### src/rtl/psram_seq_pkg.sv
`timescale 1ns/1ps
package psram_seq_pkg;

  // Phase of one memory cycle.
  typedef enum logic [1:0] {
    PH_IDLE    = 2'd0,
    PH_SETUP   = 2'd1,
    PH_ACTIVE  = 2'd2,
    PH_RECOVER = 2'd3
  } phase_e;

  // Round a nanosecond minimum up to whole clock cycles.
  function automatic int unsigned ns_to_cyc(input int unsigned ns,
                                            input int unsigned clk_ps);
    return (ns * 1000 + clk_ps - 1) / clk_ps;
  endfunction

  function automatic int unsigned max_u(input int unsigned a,
                                        input int unsigned b);
    return (a > b) ? a : b;
  endfunction

endpackage

### src/rtl/psram_seq_rst.sv
`timescale 1ns/1ps
module psram_seq_rst (
  input  logic clk,
  input  logic rst_n,
  output logic rst_sn
);

  logic [1:0] sync_q;

  always_ff @(posedge clk or negedge rst_n) begin
    if (!rst_n) sync_q <= 2'b00;
    else        sync_q <= {sync_q[0], 1'b1};
  end

  assign rst_sn = sync_q[1];

endmodule

### src/rtl/psram_seq_timer.sv
`timescale 1ns/1ps
module psram_seq_timer #(
  parameter int unsigned CNT_W = 5
) (
  input  logic             clk,
  input  logic             rst_sn,
  input  logic             load,
  input  logic [CNT_W-1:0] load_val,
  output logic             zero
);

  logic [CNT_W-1:0] cnt_q, cnt_d;
  logic             cnt_en;

  assign cnt_en = load | (cnt_q != '0);

  always_comb begin
    if (load) cnt_d = load_val;
    else      cnt_d = cnt_q - 1'b1;
  end

  always_ff @(posedge clk or negedge rst_sn) begin
    if (!rst_sn)     cnt_q <= '0;
    else if (cnt_en) cnt_q <= cnt_d;
  end

  assign zero = (cnt_q == '0);

endmodule

### src/rtl/psram_seq_ctrl.sv
`timescale 1ns/1ps
module psram_seq_ctrl import psram_seq_pkg::*; #(
  parameter  int unsigned SETUP_CYC = 1,
  parameter  int unsigned ACT_CYC   = 30,
  parameter  int unsigned GAP_CYC   = 18,
  localparam int unsigned MAX_LD    = max_u(max_u(SETUP_CYC, ACT_CYC), GAP_CYC),
  localparam int unsigned CNT_W     = $clog2(MAX_LD + 1)
) (
  input  logic   clk,
  input  logic   rst_sn,
  input  logic   req_valid,
  input  logic   refresh_owns,
  output logic   req_ready,
  output logic   accept,
  output phase_e phase,
  output logic   capture
);

  localparam logic [CNT_W-1:0] SETUP_M1 = CNT_W'(SETUP_CYC - 1);
  localparam logic [CNT_W-1:0] ACT_M1   = CNT_W'(ACT_CYC - 1);
  localparam logic [CNT_W-1:0] GAP_M1   = CNT_W'(GAP_CYC - 1);

  phase_e           ph_q, ph_d;
  logic             ld;
  logic [CNT_W-1:0] ld_val;
  logic             t_zero;

  psram_seq_timer #(.CNT_W(CNT_W)) u_tmr (
    .clk      (clk),
    .rst_sn   (rst_sn),
    .load     (ld),
    .load_val (ld_val),
    .zero     (t_zero)
  );

  assign req_ready = (ph_q == PH_IDLE) & ~refresh_owns;
  assign accept    = req_valid & req_ready;
  assign capture   = (ph_q == PH_ACTIVE) & t_zero;
  assign phase     = ph_q;

  always_comb begin
    ph_d   = ph_q;
    ld     = 1'b0;
    ld_val = '0;
    unique case (ph_q)
      PH_IDLE: if (accept) begin
        ph_d = PH_SETUP; ld = 1'b1; ld_val = SETUP_M1;
      end
      PH_SETUP: if (t_zero) begin
        ph_d = PH_ACTIVE; ld = 1'b1; ld_val = ACT_M1;
      end
      PH_ACTIVE: if (t_zero) begin
        ph_d = PH_RECOVER; ld = 1'b1; ld_val = GAP_M1;
      end
      PH_RECOVER: if (t_zero) ph_d = PH_IDLE;
      default: ph_d = PH_IDLE;
    endcase
  end

  always_ff @(posedge clk or negedge rst_sn) begin
    if (!rst_sn) ph_q <= PH_IDLE;
    else         ph_q <= ph_d;
  end

  // refresh ownership keeps the sequencer parked
  assert_no_start_in_refresh_R8: assert property (@(posedge clk) disable iff (!rst_sn)
    (ph_q == PH_IDLE && refresh_owns) |=> (ph_q == PH_IDLE));

  // a cycle only leaves idle through an accepted request
  assert_start_needs_accept_R10: assert property (@(posedge clk) disable iff (!rst_sn)
    (ph_q == PH_IDLE && !req_valid) |=> (ph_q == PH_IDLE));

  assert_window_exit_R1: assert property (@(posedge clk) disable iff (!rst_sn)
    (ph_q == PH_ACTIVE) |=> (ph_q == PH_ACTIVE || ph_q == PH_RECOVER));

endmodule

### src/rtl/psram_seq_io.sv
`timescale 1ns/1ps
module psram_seq_io import psram_seq_pkg::*; #(
  parameter  int unsigned ADDR_W = 18,
  parameter  int unsigned DATA_W = 16,
  localparam int unsigned LANES  = DATA_W / 8
) (
  input  logic              clk,
  input  logic              rst_sn,
  input  logic              accept,
  input  logic              capture,
  input  phase_e            phase,
  input  logic              req_wr,
  input  logic [LANES-1:0]  req_be,
  input  logic [ADDR_W-1:0] req_addr,
  input  logic [DATA_W-1:0] req_wdata,
  output logic              rsp_valid,
  output logic [DATA_W-1:0] rsp_rdata,
  output logic              ce_n,
  output logic              sel,
  output logic              oe_n,
  output logic [LANES-1:0]  we_n,
  output logic [ADDR_W-1:0] addr,
  output logic [DATA_W-1:0] dq_out,
  output logic              dq_oe,
  input  logic [DATA_W-1:0] dq_in
);

  logic              wr_q;
  logic [LANES-1:0]  be_q;
  logic [ADDR_W-1:0] addr_q;
  logic [DATA_W-1:0] wdata_q;
  logic [DATA_W-1:0] rdata_q;
  logic              rsp_q, rsp_d;
  logic              rd_cap;
  logic              act_w, wr_act_w, rd_act_w;

  // Request latch, loaded on the accepting edge.
  always_ff @(posedge clk or negedge rst_sn) begin
    if (!rst_sn) begin
      wr_q    <= 1'b0;
      be_q    <= '0;
      addr_q  <= '0;
      wdata_q <= '0;
    end else if (accept) begin
      wr_q    <= req_wr;
      be_q    <= req_be;
      addr_q  <= req_addr;
      wdata_q <= req_wdata;
    end
  end

  assign act_w    = (phase == PH_ACTIVE);
  assign wr_act_w = act_w & wr_q;
  assign rd_act_w = act_w & ~wr_q;

  // Pin decode from the registered phase and latched request.
  assign ce_n   = ~act_w;
  assign sel    = (phase != PH_IDLE);
  assign oe_n   = ~rd_act_w;
  assign addr   = addr_q;
  assign dq_out = wdata_q;
  assign dq_oe  = wr_act_w & (|be_q);

  for (genvar l = 0; l < LANES; l++) begin : g_lane
    assign we_n[l] = ~(wr_act_w & be_q[l]);
  end

  // Read capture at the end of the window.
  assign rd_cap = capture & ~wr_q;
  assign rsp_d  = rd_cap;

  always_ff @(posedge clk or negedge rst_sn) begin
    if (!rst_sn)     rdata_q <= '0;
    else if (rd_cap) rdata_q <= dq_in;
  end

  always_ff @(posedge clk or negedge rst_sn) begin
    if (!rst_sn) rsp_q <= 1'b0;
    else         rsp_q <= rsp_d;
  end

  assign rsp_valid = rsp_q;
  assign rsp_rdata = rdata_q;

  // when both strobes are low they were equal one cycle earlier
  assert_strobes_paired_R5: assert property (@(posedge clk) disable iff (!rst_sn)
    (&(~we_n)) |-> ($past(we_n) == '0 || $past(we_n) == '1));

  assert_strobe_in_window_R5: assert property (@(posedge clk) disable iff (!rst_sn)
    (|(~we_n)) |-> (!ce_n && oe_n));

  assert_drive_only_write_R6: assert property (@(posedge clk) disable iff (!rst_sn)
    dq_oe |-> (oe_n && !ce_n && (|(~we_n))));

  assert_addr_held_R3: assert property (@(posedge clk) disable iff (!rst_sn)
    (!ce_n) |-> (sel && $stable(addr)));

  assert_rsp_single_R4: assert property (@(posedge clk) disable iff (!rst_sn)
    rsp_valid |=> !rsp_valid);

endmodule

### src/rtl/psram_seq.sv
`timescale 1ns/1ps
module psram_seq import psram_seq_pkg::*; #(
  parameter  int unsigned CLK_PS      = 4000,
  parameter  int unsigned ADDR_W      = 18,
  parameter  int unsigned DATA_W      = 16,
  parameter  int unsigned T_CYC_NS    = 190,
  parameter  int unsigned T_CE_NS     = 120,
  parameter  int unsigned T_CE_MAX_NS = 10000,
  parameter  int unsigned T_PRE_NS    = 60,
  parameter  int unsigned T_SETUP_NS  = 0,
  localparam int unsigned LANES       = DATA_W / 8
) (
  input  logic              clk,
  input  logic              rst_n,
  input  logic              req_valid,
  output logic              req_ready,
  input  logic              req_wr,
  input  logic [LANES-1:0]  req_be,
  input  logic [ADDR_W-1:0] req_addr,
  input  logic [DATA_W-1:0] req_wdata,
  output logic              rsp_valid,
  output logic [DATA_W-1:0] rsp_rdata,
  input  logic              refresh_owns,
  output logic              mem_ce_n,
  output logic              mem_sel,
  output logic              mem_oe_n,
  output logic              mem_we_hi_n,
  output logic              mem_we_lo_n,
  output logic [ADDR_W-1:0] mem_addr,
  output logic [DATA_W-1:0] mem_dq_out,
  output logic              mem_dq_oe,
  input  logic [DATA_W-1:0] mem_dq_in
);

  localparam int unsigned ACT_CYC    = ns_to_cyc(T_CE_NS, CLK_PS);
  localparam int unsigned PRE_CYC    = ns_to_cyc(T_PRE_NS, CLK_PS);
  localparam int unsigned CYC_CYC    = ns_to_cyc(T_CYC_NS, CLK_PS);
  localparam int unsigned SETUP_RAW  = ns_to_cyc(T_SETUP_NS, CLK_PS);
  localparam int unsigned SETUP_CYC  = max_u(SETUP_RAW, 1);
  localparam int unsigned REST_CYC   = (CYC_CYC > ACT_CYC) ? (CYC_CYC - ACT_CYC) : 0;
  localparam int unsigned GAP_CYC    = max_u(max_u(PRE_CYC, REST_CYC), 1);
  localparam int unsigned CE_MAX_CYC = (T_CE_MAX_NS * 1000) / CLK_PS;
  localparam int unsigned MON_W      = $clog2(CE_MAX_CYC + CYC_CYC + GAP_CYC + 2) + 1;

  logic             rst_sn;
  logic             accept;
  logic             capture;
  phase_e           phase;
  logic [LANES-1:0] we_n;

  psram_seq_rst u_rst (
    .clk    (clk),
    .rst_n  (rst_n),
    .rst_sn (rst_sn)
  );

  psram_seq_ctrl #(
    .SETUP_CYC (SETUP_CYC),
    .ACT_CYC   (ACT_CYC),
    .GAP_CYC   (GAP_CYC)
  ) u_ctrl (
    .clk          (clk),
    .rst_sn       (rst_sn),
    .req_valid    (req_valid),
    .refresh_owns (refresh_owns),
    .req_ready    (req_ready),
    .accept       (accept),
    .phase        (phase),
    .capture      (capture)
  );

  psram_seq_io #(
    .ADDR_W (ADDR_W),
    .DATA_W (DATA_W)
  ) u_io (
    .clk       (clk),
    .rst_sn    (rst_sn),
    .accept    (accept),
    .capture   (capture),
    .phase     (phase),
    .req_wr    (req_wr),
    .req_be    (req_be),
    .req_addr  (req_addr),
    .req_wdata (req_wdata),
    .rsp_valid (rsp_valid),
    .rsp_rdata (rsp_rdata),
    .ce_n      (mem_ce_n),
    .sel       (mem_sel),
    .oe_n      (mem_oe_n),
    .we_n      (we_n),
    .addr      (mem_addr),
    .dq_out    (mem_dq_out),
    .dq_oe     (mem_dq_oe),
    .dq_in     (mem_dq_in)
  );

  assign mem_we_hi_n = we_n[LANES-1];
  assign mem_we_lo_n = we_n[0];

  // Pin-level timing monitors feeding the assertions below.
  logic [MON_W-1:0] lo_run_q, lo_run_d;
  logic [MON_W-1:0] hi_run_q, hi_run_d;
  logic [MON_W-1:0] since_q, since_d;
  logic             ce_prev_q, seen_q;
  logic             fell_w;

  assign fell_w = ~mem_ce_n & ce_prev_q;

  always_comb begin
    lo_run_d = mem_ce_n ? '0 : ((lo_run_q == '1) ? lo_run_q : lo_run_q + 1'b1);
    hi_run_d = mem_ce_n ? ((hi_run_q == '1) ? hi_run_q : hi_run_q + 1'b1) : '0;
    since_d  = fell_w ? MON_W'(1) : ((since_q == '1) ? since_q : since_q + 1'b1);
  end

  always_ff @(posedge clk or negedge rst_sn) begin
    if (!rst_sn) begin
      lo_run_q  <= '0;
      hi_run_q  <= '0;
      since_q   <= '0;
      ce_prev_q <= 1'b1;
      seen_q    <= 1'b0;
    end else begin
      lo_run_q  <= lo_run_d;
      hi_run_q  <= hi_run_d;
      since_q   <= since_d;
      ce_prev_q <= mem_ce_n;
      seen_q    <= seen_q | ~mem_ce_n;
    end
  end

  assert_ce_width_R1: assert property (@(posedge clk) disable iff (!rst_sn)
    $rose(mem_ce_n) |-> (lo_run_q == MON_W'(ACT_CYC) && lo_run_q <= MON_W'(CE_MAX_CYC)));

  assert_ce_gap_R2: assert property (@(posedge clk) disable iff (!rst_sn)
    ($fell(mem_ce_n) && seen_q) |-> (hi_run_q >= MON_W'(GAP_CYC) && since_q >= MON_W'(CYC_CYC)));

  assert_sel_before_ce_R3: assert property (@(posedge clk) disable iff (!rst_sn)
    $fell(mem_ce_n) |-> $past(mem_sel));

endmodule

### config.mk
export PLATFORM = sky130hd
export DESIGN_NAME = psram_seq
export DESIGN_NICKNAME = d
export VERILOG_FILES = /design/src/rtl/psram_seq_pkg.sv /design/src/rtl/psram_seq_rst.sv /design/src/rtl/psram_seq_timer.sv /design/src/rtl/psram_seq_ctrl.sv /design/src/rtl/psram_seq_io.sv /design/src/rtl/psram_seq.sv
export SDC_FILE = /design/constraint.sdc
export NUM_CORES = 1
export LEC_CHECK = 0
export ABC_CLOCK_PERIOD_IN_PS = 2100
export BUFFER_PORTS_ARGS = -buffer_cell sky130_fd_sc_hd__buf_4
export CAP_MARGIN = 20
export CORE_MARGIN = 2
export CORE_UTILIZATION = 47
export CTS_CLUSTER_DIAMETER = 40
export DETAILED_ROUTE_END_ITERATION = 12
export HOLD_SLACK_MARGIN = 0.15
export PLACE_DENSITY = 0.76
export SETUP_SLACK_MARGIN = 0.15
export SKIP_LAST_GASP = 1
export SYNTH_ARGS = -nofsm -noshare
export SYNTH_HDL_FRONTEND = slang
export SYNTH_SLANG_ARGS = --single-unit
### constraint.sdc
create_clock -name clk -period 2.1 [get_ports clk]
set_input_delay 0.525 -clock clk [delete_from_list [all_inputs] [get_ports clk]]
set_output_delay 0.525 -clock clk [all_outputs]
set_load 0.05 [all_outputs]
==> results of run 1 <==
[sequential cells by signal, summed over array words and instances (netlist names)]
register	flops
u_io.addr	18
u_io.dq_out	16
u_io.rsp_rdata	16
u_ctrl.u_tmr.cnt_q	5
u_ctrl.phase	2
u_io.be_q	2
u_rst.sync_q	2
u_io.rsp_valid	1
u_io.wr_q	1
[per-stage QoR]
step | std cells | TNS [ps] | setup slack [ps] | total power, W
floorplan | 169 | -18.1 | -18.1 | 0.00135
global placement | 350 | 0 | 248 | 0.00147
detailed placement | 350 | 0 | 159 | 0.00147
CTS | 369 | 0 | 152 | 0.00240
global route | 371 | 0 | 145 | 0.00247
finish | 371 | 0 | 220 | 0.00237
[timing repair]
action | in CTS | in global routing
resized for setup | 7 | 6
buffers inserted | 2 | 2
endpoints found under the setup margin | 10 | 13
hold buffers | 1 | 0
endpoints found under the hold margin | 2 | 0
[per-layer routing]
| layer | global-route usage (%) | share of wire (%) |
|---|---|---|
| met5 | 0 | 0 |
| met4 | 9.30 | 1.7 |
| met3 | 7.47 | 8.2 |
| met2 | 31.6 | 48 |
| met1 | 23.0 | 42 |
[final timing paths]
path                                  startpoint                end
max                              u_ctrl.phase[0]          mem_dq_oe
min                              u_rst.sync_q[1]      u_io.addr[15]
max reg2reg                u_ctrl.u_tmr.cnt_q[0]  u_io.rsp_rdata[7]
min reg2reg                      u_rst.sync_q[1]      u_io.addr[15]
max in group asynchronous        u_rst.sync_q[1]    u_ctrl.phase[0]
min in group clk                 u_rst.sync_q[0]    u_rst.sync_q[1]
[power by group]
group / internal (W) / switching (W) / total (W)
clock: 0.000490 / 0.000427 / 0.000917
combinational: 0.000105 / 0.0000987 / 0.000204
sequential: 0.00123 / 0.0000140 / 0.00125
total: 0.00183 / 0.000540 / 0.00237
[worst register-to-register path, cell delays in order, from the launching register on]
cell and delay [ps]:
dfrtp_1 370, inv_1 90, ha_1 230, nor4b_4 220, buf_4 190, nand2b_4 190
mux2_4 360
[cells in the mapped netlist]
cell / count / area (sq um)
mux2_2: 44 / 495
clkbuf_1: 1 / 3.75
o211ai_1: 2 / 15.0
buf_12: 1 / 20.0
nor3_1: 2 / 10.0
or4b_1: 1 / 10.0
dfrtp_1: 63 / 1580
a2bb2oi_1: 1 / 8.76
nor2b_1: 1 / 6.26
o221ai_1: 1 / 8.76
nor2_1: 3 / 11.3
o21ai_0: 4 / 20.0
mux2_4: 9 / 135
nand2_1: 2 / 7.51
o311ai_0: 1 / 8.76
ha_1: 5 / 62.6
conb_1: 1 / 3.75
buf_2: 3 / 15.0
buf_6: 1 / 11.3
nand3b_1: 1 / 7.51
nand2b_1: 2 / 12.5
nand3_1: 3 / 15.0
mux2i_1: 1 / 10.0
inv_1: 9 / 33.8
o32a_1: 1 / 10.0
a221oi_1: 1 / 8.76
a21oi_1: 1 / 5.00
nand2b_2: 1 / 8.76
xnor2_1: 2 / 17.5
nor4b_4: 1 / 23.8
[cell type report]
| cell class | instances | area (sq um) | share of cell area (%) |
|---|---|---|---|
| multi-input combinational | 91 | 967 | 25.5 |
| timing repair buffer | 122 | 942 | 24.9 |
| inverter | 9 | 36.3 | 0.958 |
| clock inverter | 3 | 17.5 | 0.462 |
| sequential | 63 | 1580 | 41.7 |
| clock buffer | 13 | 159 | 4.19 |
| tap | 70 | 87.6 | 2.31 |
[cells by family after synthesis]
kind of cell               Yosys count  synth area share [%]
other                                1                 0.145
xor gates and xnor gates             2                 0.678
adders and majority gates            5                  2.42
buffers and inverters               15                  3.25
AOI/OAI and AO/OA                   12                  3.29
and+or+nand+nor                     17                  4.36
DFF                                 63                  61.0
muxes                               54                  24.8
==> impl_metrics.toml, run 1 <==
[clock_tree]
clockBufferDepth = 2
clock_latency_ps = 320
root_buffer = "clkbuf_8"
clk_pin_slew_ps = 70
cts_tree = "built"
cts_made_buffers = 9
htreeDepth = 3
cts_sinks = 63

[yosys]
ys_seq_elements = 63
syn-instance-count = 169
syn_avg_cell_area_sq_um = 15.3
synth_warnings = 0
syn-num-nets = 231
synth_area_sq_mm = 0.00258
ys_seq_area_share_pct = 61.0
yosysUniqueCellTypes = 30

[pwr]
p_per_area_mw_per_mm2 = 625
peakVddDrop_mv = 0.431
leakage_nw = 2.06

[drt]
drtPass1Iterations = 4
drc = 0
wl_per_cell_microns = 14.8
postRouteAntennaNets = 0
drt_iter0_markers = 68
vias = 1798
wl_mm = 5.50
avgViaCountPerCell = 4.85

[floorplan]
die-area_sq_mm = 0.00610
core_sq_mm = 0.00520
ioPinCount = 115
rows = 26
die_h_microns = 78.1
start_util_pct = 49.6
die_w_microns = 78.1

[global_route]
grt_util_all_layers_pct = 19.5
grt_max_degree = 44
grt_first_pass_wirelength_mm = 9.18
grt-ovfl-total = 0
grt_pass1_vias = 2006
antenna_found_initial = 0

[worst_setup_path]
ff2ff_setup_slack_ps = 330
path_max_fanout = 7
worstSetupPathType = "reg2out"
crit_arrival_ps = 1360
cpLargestDelayFamily = "flip-flops"
worst-r2r-cell-count = 6
cp_slowest_stage_delay_ps = 430
worstSetupEndpointType = "output port"
cp.required_ps = 1570
startpoint_type = "flop"
critPathBufInv = 2
crit_slowest_cell = "dfrtp_2"
crit_path_cell_trace = "inv_4 > ha_4 > nand3_2 > nand2_2 > buf_8"
crit_cells = 5

[place]
port_buffers = 114
gp_congestion = 0.815
placed_cell_area_sq_mm = 0.00352
dp_hpwl_mm = 4.05

[sta]
rsz0062_at_grt = "false"
finalMaxSlewViolations = 0
min_period_ps = 1880
timing.final.crit_share_pct = 89.5
fmax_ghz = 0.532
finalHoldViolCount = 0
whs_ps = 169
setup_viol = 0
clock_skew_ps = 9.50

[layout]
syn2layout_area_growth_pct = 46.7
num-nets-final = 358
final_layout_size_suffix_gt1_share_pct = 66.1
fin_area_sq_mm = 0.00379
num_antenna_cells = 0
final_common_cell = "buf_4"
post-route-util_pct = 72.8
n_fill_cell = 379
final_cell_mix = "buf_4, dfrtp_1, mux2_2"

[flow_run]
maxCapViolations = 0

[outcome]
status = "complete, no violations"

[hold_path]
hp-class = "reg2async"
Note: power is estimated with default switching activity, not from simulation.
==> run 2: changes to the inputs <==
--- a/config.mk
+++ b/config.mk
@@ -5,6 +5,7 @@
 export SDC_FILE = /design/constraint.sdc
 export NUM_CORES = 1
 export LEC_CHECK = 0
+export ABC_AREA = 1
 export ABC_CLOCK_PERIOD_IN_PS = 2100
 export BUFFER_PORTS_ARGS = -buffer_cell sky130_fd_sc_hd__buf_4
 export CAP_MARGIN = 20
@@ -13,7 +14,7 @@
 export CTS_CLUSTER_DIAMETER = 40
 export DETAILED_ROUTE_END_ITERATION = 12
 export HOLD_SLACK_MARGIN = 0.15
-export PLACE_DENSITY = 0.76
+export PLACE_DENSITY = 0.75
 export SETUP_SLACK_MARGIN = 0.15
 export SKIP_LAST_GASP = 1
 export SYNTH_ARGS = -nofsm -noshare
==> run 2 against run 1 <==
Net effect: first-iteration DRC count rose by 57%; non-clock buffer count up 4; synthesized cell count grew 31%; register-to-register slack lost 40 ps; sequential share of layout area down 1.4 points; area after synthesis is 2.9% higher; maximum frequency decreased by 3.8%; design area up 3.4%; via count grew 15%; wire length increased by 9.6%; die area rose by 2.7%; largest cell class unchanged.
==> impl_metrics.toml, run 2 <==
[outcome]
status = "complete, no violations"

[worst_setup_path]
crit_arrival_ps = 1430
worstSetupPathType = "reg2out"
startpoint_type = "flop"
cp.required_ps = 1570
path_max_fanout = 4
worstSetupEndpointType = "output port"

[drt]
wl_mm = 6.03
avgViaCountPerCell = 4.82
postRouteAntennaNets = 0
drtPass1Iterations = 4
vias = 2066
drt_iter0_markers = 107
drc = 0
wl_per_cell_microns = 14.1

[yosys]
syn_avg_cell_area_sq_um = 12.0
ys_seq_area_share_pct = 59.3
synth-edff-count = 0
synth_commonest_cells = "nand2_1, dfrtp_1, mux2_4"
synth_most_common_cell = "nand2_1"
ys_top_cells_by_area = "dfrtp_1, mux2_4, nand2_1, mux2_2, ha_1"
ys_async_sr_fraction_pct = 100
ys_seq_elements = 63
netlist.area_leader.share_pct = 59.3
synthFlopType = "dfrtp_1"
syn-instance-count = 222
synth_warnings = 0
yosysUniqueCellTypes = 22
synth_area_sq_mm = 0.00266
syn-num-nets = 284
synth_top_area_cell = "dfrtp_1"

[global_route]
grt_max_degree = 32
grt-ovfl-total = 0
antenna_found_initial = 1
grt_util_all_layers_pct = 20.2
grt_first_pass_wirelength_mm = 9.46
grt_pass1_vias = 2072

[sta]
min_period_ps = 1960
finalHoldViolCount = 0
timing.final.crit_share_pct = 93.1
setup_tns_ps = 0
rsz0062_at_grt = "true"
finalMaxSlewViolations = 0
clock_skew_ps = 6.55
whs_ps = 178
setup_viol = 0
fmax_ghz = 0.511

[floorplan]
rows = 27
ioPinCount = 115
start_util_pct = 48.5
die-area_sq_mm = 0.00627
die_w_microns = 79.2
die_h_microns = 79.2
core_sq_mm = 0.00547

[clock_tree]
clockBufferDepth = 2
clk_pin_slew_ps = 70
cts_tree = "built"
cts_sinks = 63
root_buffer = "clkbuf_8"
clock_latency_ps = 340
cts_made_buffers = 9
htreeDepth = 3

[place]
gp_congestion = 0.807
dp_hpwl_mm = 4.44
port_buffers = 114
dp.cells = 407

[layout]
final_cells = 429
final_layout_size_suffix_gt1_share_pct = 54.3
num-nets-final = 415
syn2layout_area_growth_pct = 47.5
final_common_cell = "buf_4"
largest_reg_flops = 18
final_cell_mix = "buf_4, nand2_1, dfrtp_1"
n_fill_cell = 443
num_antenna_cells = 0

[flow_run]
maxCapViolations = 0

[hold_path]
hp-class = "reg2async"
[run 2: cell count changes in the layout (fill, tap and decap cells not counted), sizes merged, moves of 2 or more]
cell / before / now
buf: 121 / 125
inv: 9 / 12
mux2: 53 / 37
nand2: 2 / 70
nand2b: 3 / 0
nand3: 3 / 11
nand4: 0 / 2
nor2: 3 / 6
nor3: 2 / 0
o211ai: 2 / 0
o21ai: 4 / 1
xnor2: 2 / 0
[run 2: routing by layer]
metal / share of wire [%] / wire [microns] / track usage (%) / vias to the layer above
met3: 6.4 / 385 / 6.59 / 12
met1: 39 / 2350 / 23.8 / 1003
met2: 53 / 3170 / 33.8 / 65
met5: 0.18 / 11 / 0 / -
met4: 1.8 / 110 / 8.79 / 2
li1: - / - / - / 984
[run 2: critical path, cell delays in order, from the launching register on]
cell        delay, ps
dfrtp_1           400
inv_2              90
ha_4              180
clkinvlp_4        130
nor2_4            130
inv_2              40
buf_6             140
[run 2: cell type report]
type | count | area (sq um) | area share [%]
Multi-Input combinational cell | 139 | 1010 | 25.7
Sequential cell | 63 | 1580 | 40.3
Inverter | 14 | 57.6 | 1.47
Clock inverter | 3 | 42.5 | 1.09
Tap cell | 72 | 90.1 | 2.30
Clock buffer | 12 | 155 | 3.96
Timing Repair Buffer | 126 | 985 | 25.1
[run 2: final timing paths]
check	endpoint	startpoint	cells after the start	slack, ps
max	mem_oe_n	u_ctrl.phase[0]	6	140
min	u_io.rsp_rdata[6]	u_rst.sync_q[1]	0	180
max reg2reg	u_ctrl.phase[0]	u_ctrl.phase[0]	8	290
max in group asynchronous	u_io.rsp_rdata[13]	u_rst.sync_q[1]	1	1380
min in group clk	u_rst.sync_q[1]	u_rst.sync_q[0]	0	350
min reg2reg	u_io.rsp_rdata[6]	u_rst.sync_q[1]	0	180
[run 2: cells by family (layout without fill, tap and decap cells)]
group | count (synthesis) | after routing | synth area share (%)
and+or+nand+nor | 91 | 91 | 14.6
buffers and inverters | 20 | 155 | 4.10
xor gates and xnor gates | 1 | 1 | 0.330
DFF | 63 | 63 | 59.3
other | 1 | 1 | 0.141
muxes | 37 | 37 | 18.4
adders and majority gates | 5 | 5 | 2.36
AOI/OAI and AO/OA | 4 | 4 | 0.801
[run 2: timing repair]
item / in CTS / in global routing
hold buffers: 1 / 0
setup endpoints to repair: 6 / 2
resized for setup: 8 / 1
pin swaps: 0 / 2
endpoints found under the hold margin: 2 / 0
buffers inserted: 3 / 3
[run 2: per-stage QoR]
stage          utilization, %  setup WS (ps)  instance area [sq um]
6_report                 71.6            145                   3920
5_1_grt                  71.6           92.2                   3920
4_1_cts                  71.1            162                   3890
3_5_place_dp             66.4            279                   3630
3_3_place_gp             66.4            343                   3630
2_1_floorplan               -            195                   2680
Power of run 2 is not shown: default switching activity piles up to over one toggle a cycle in this logic, so the estimate is an artifact.
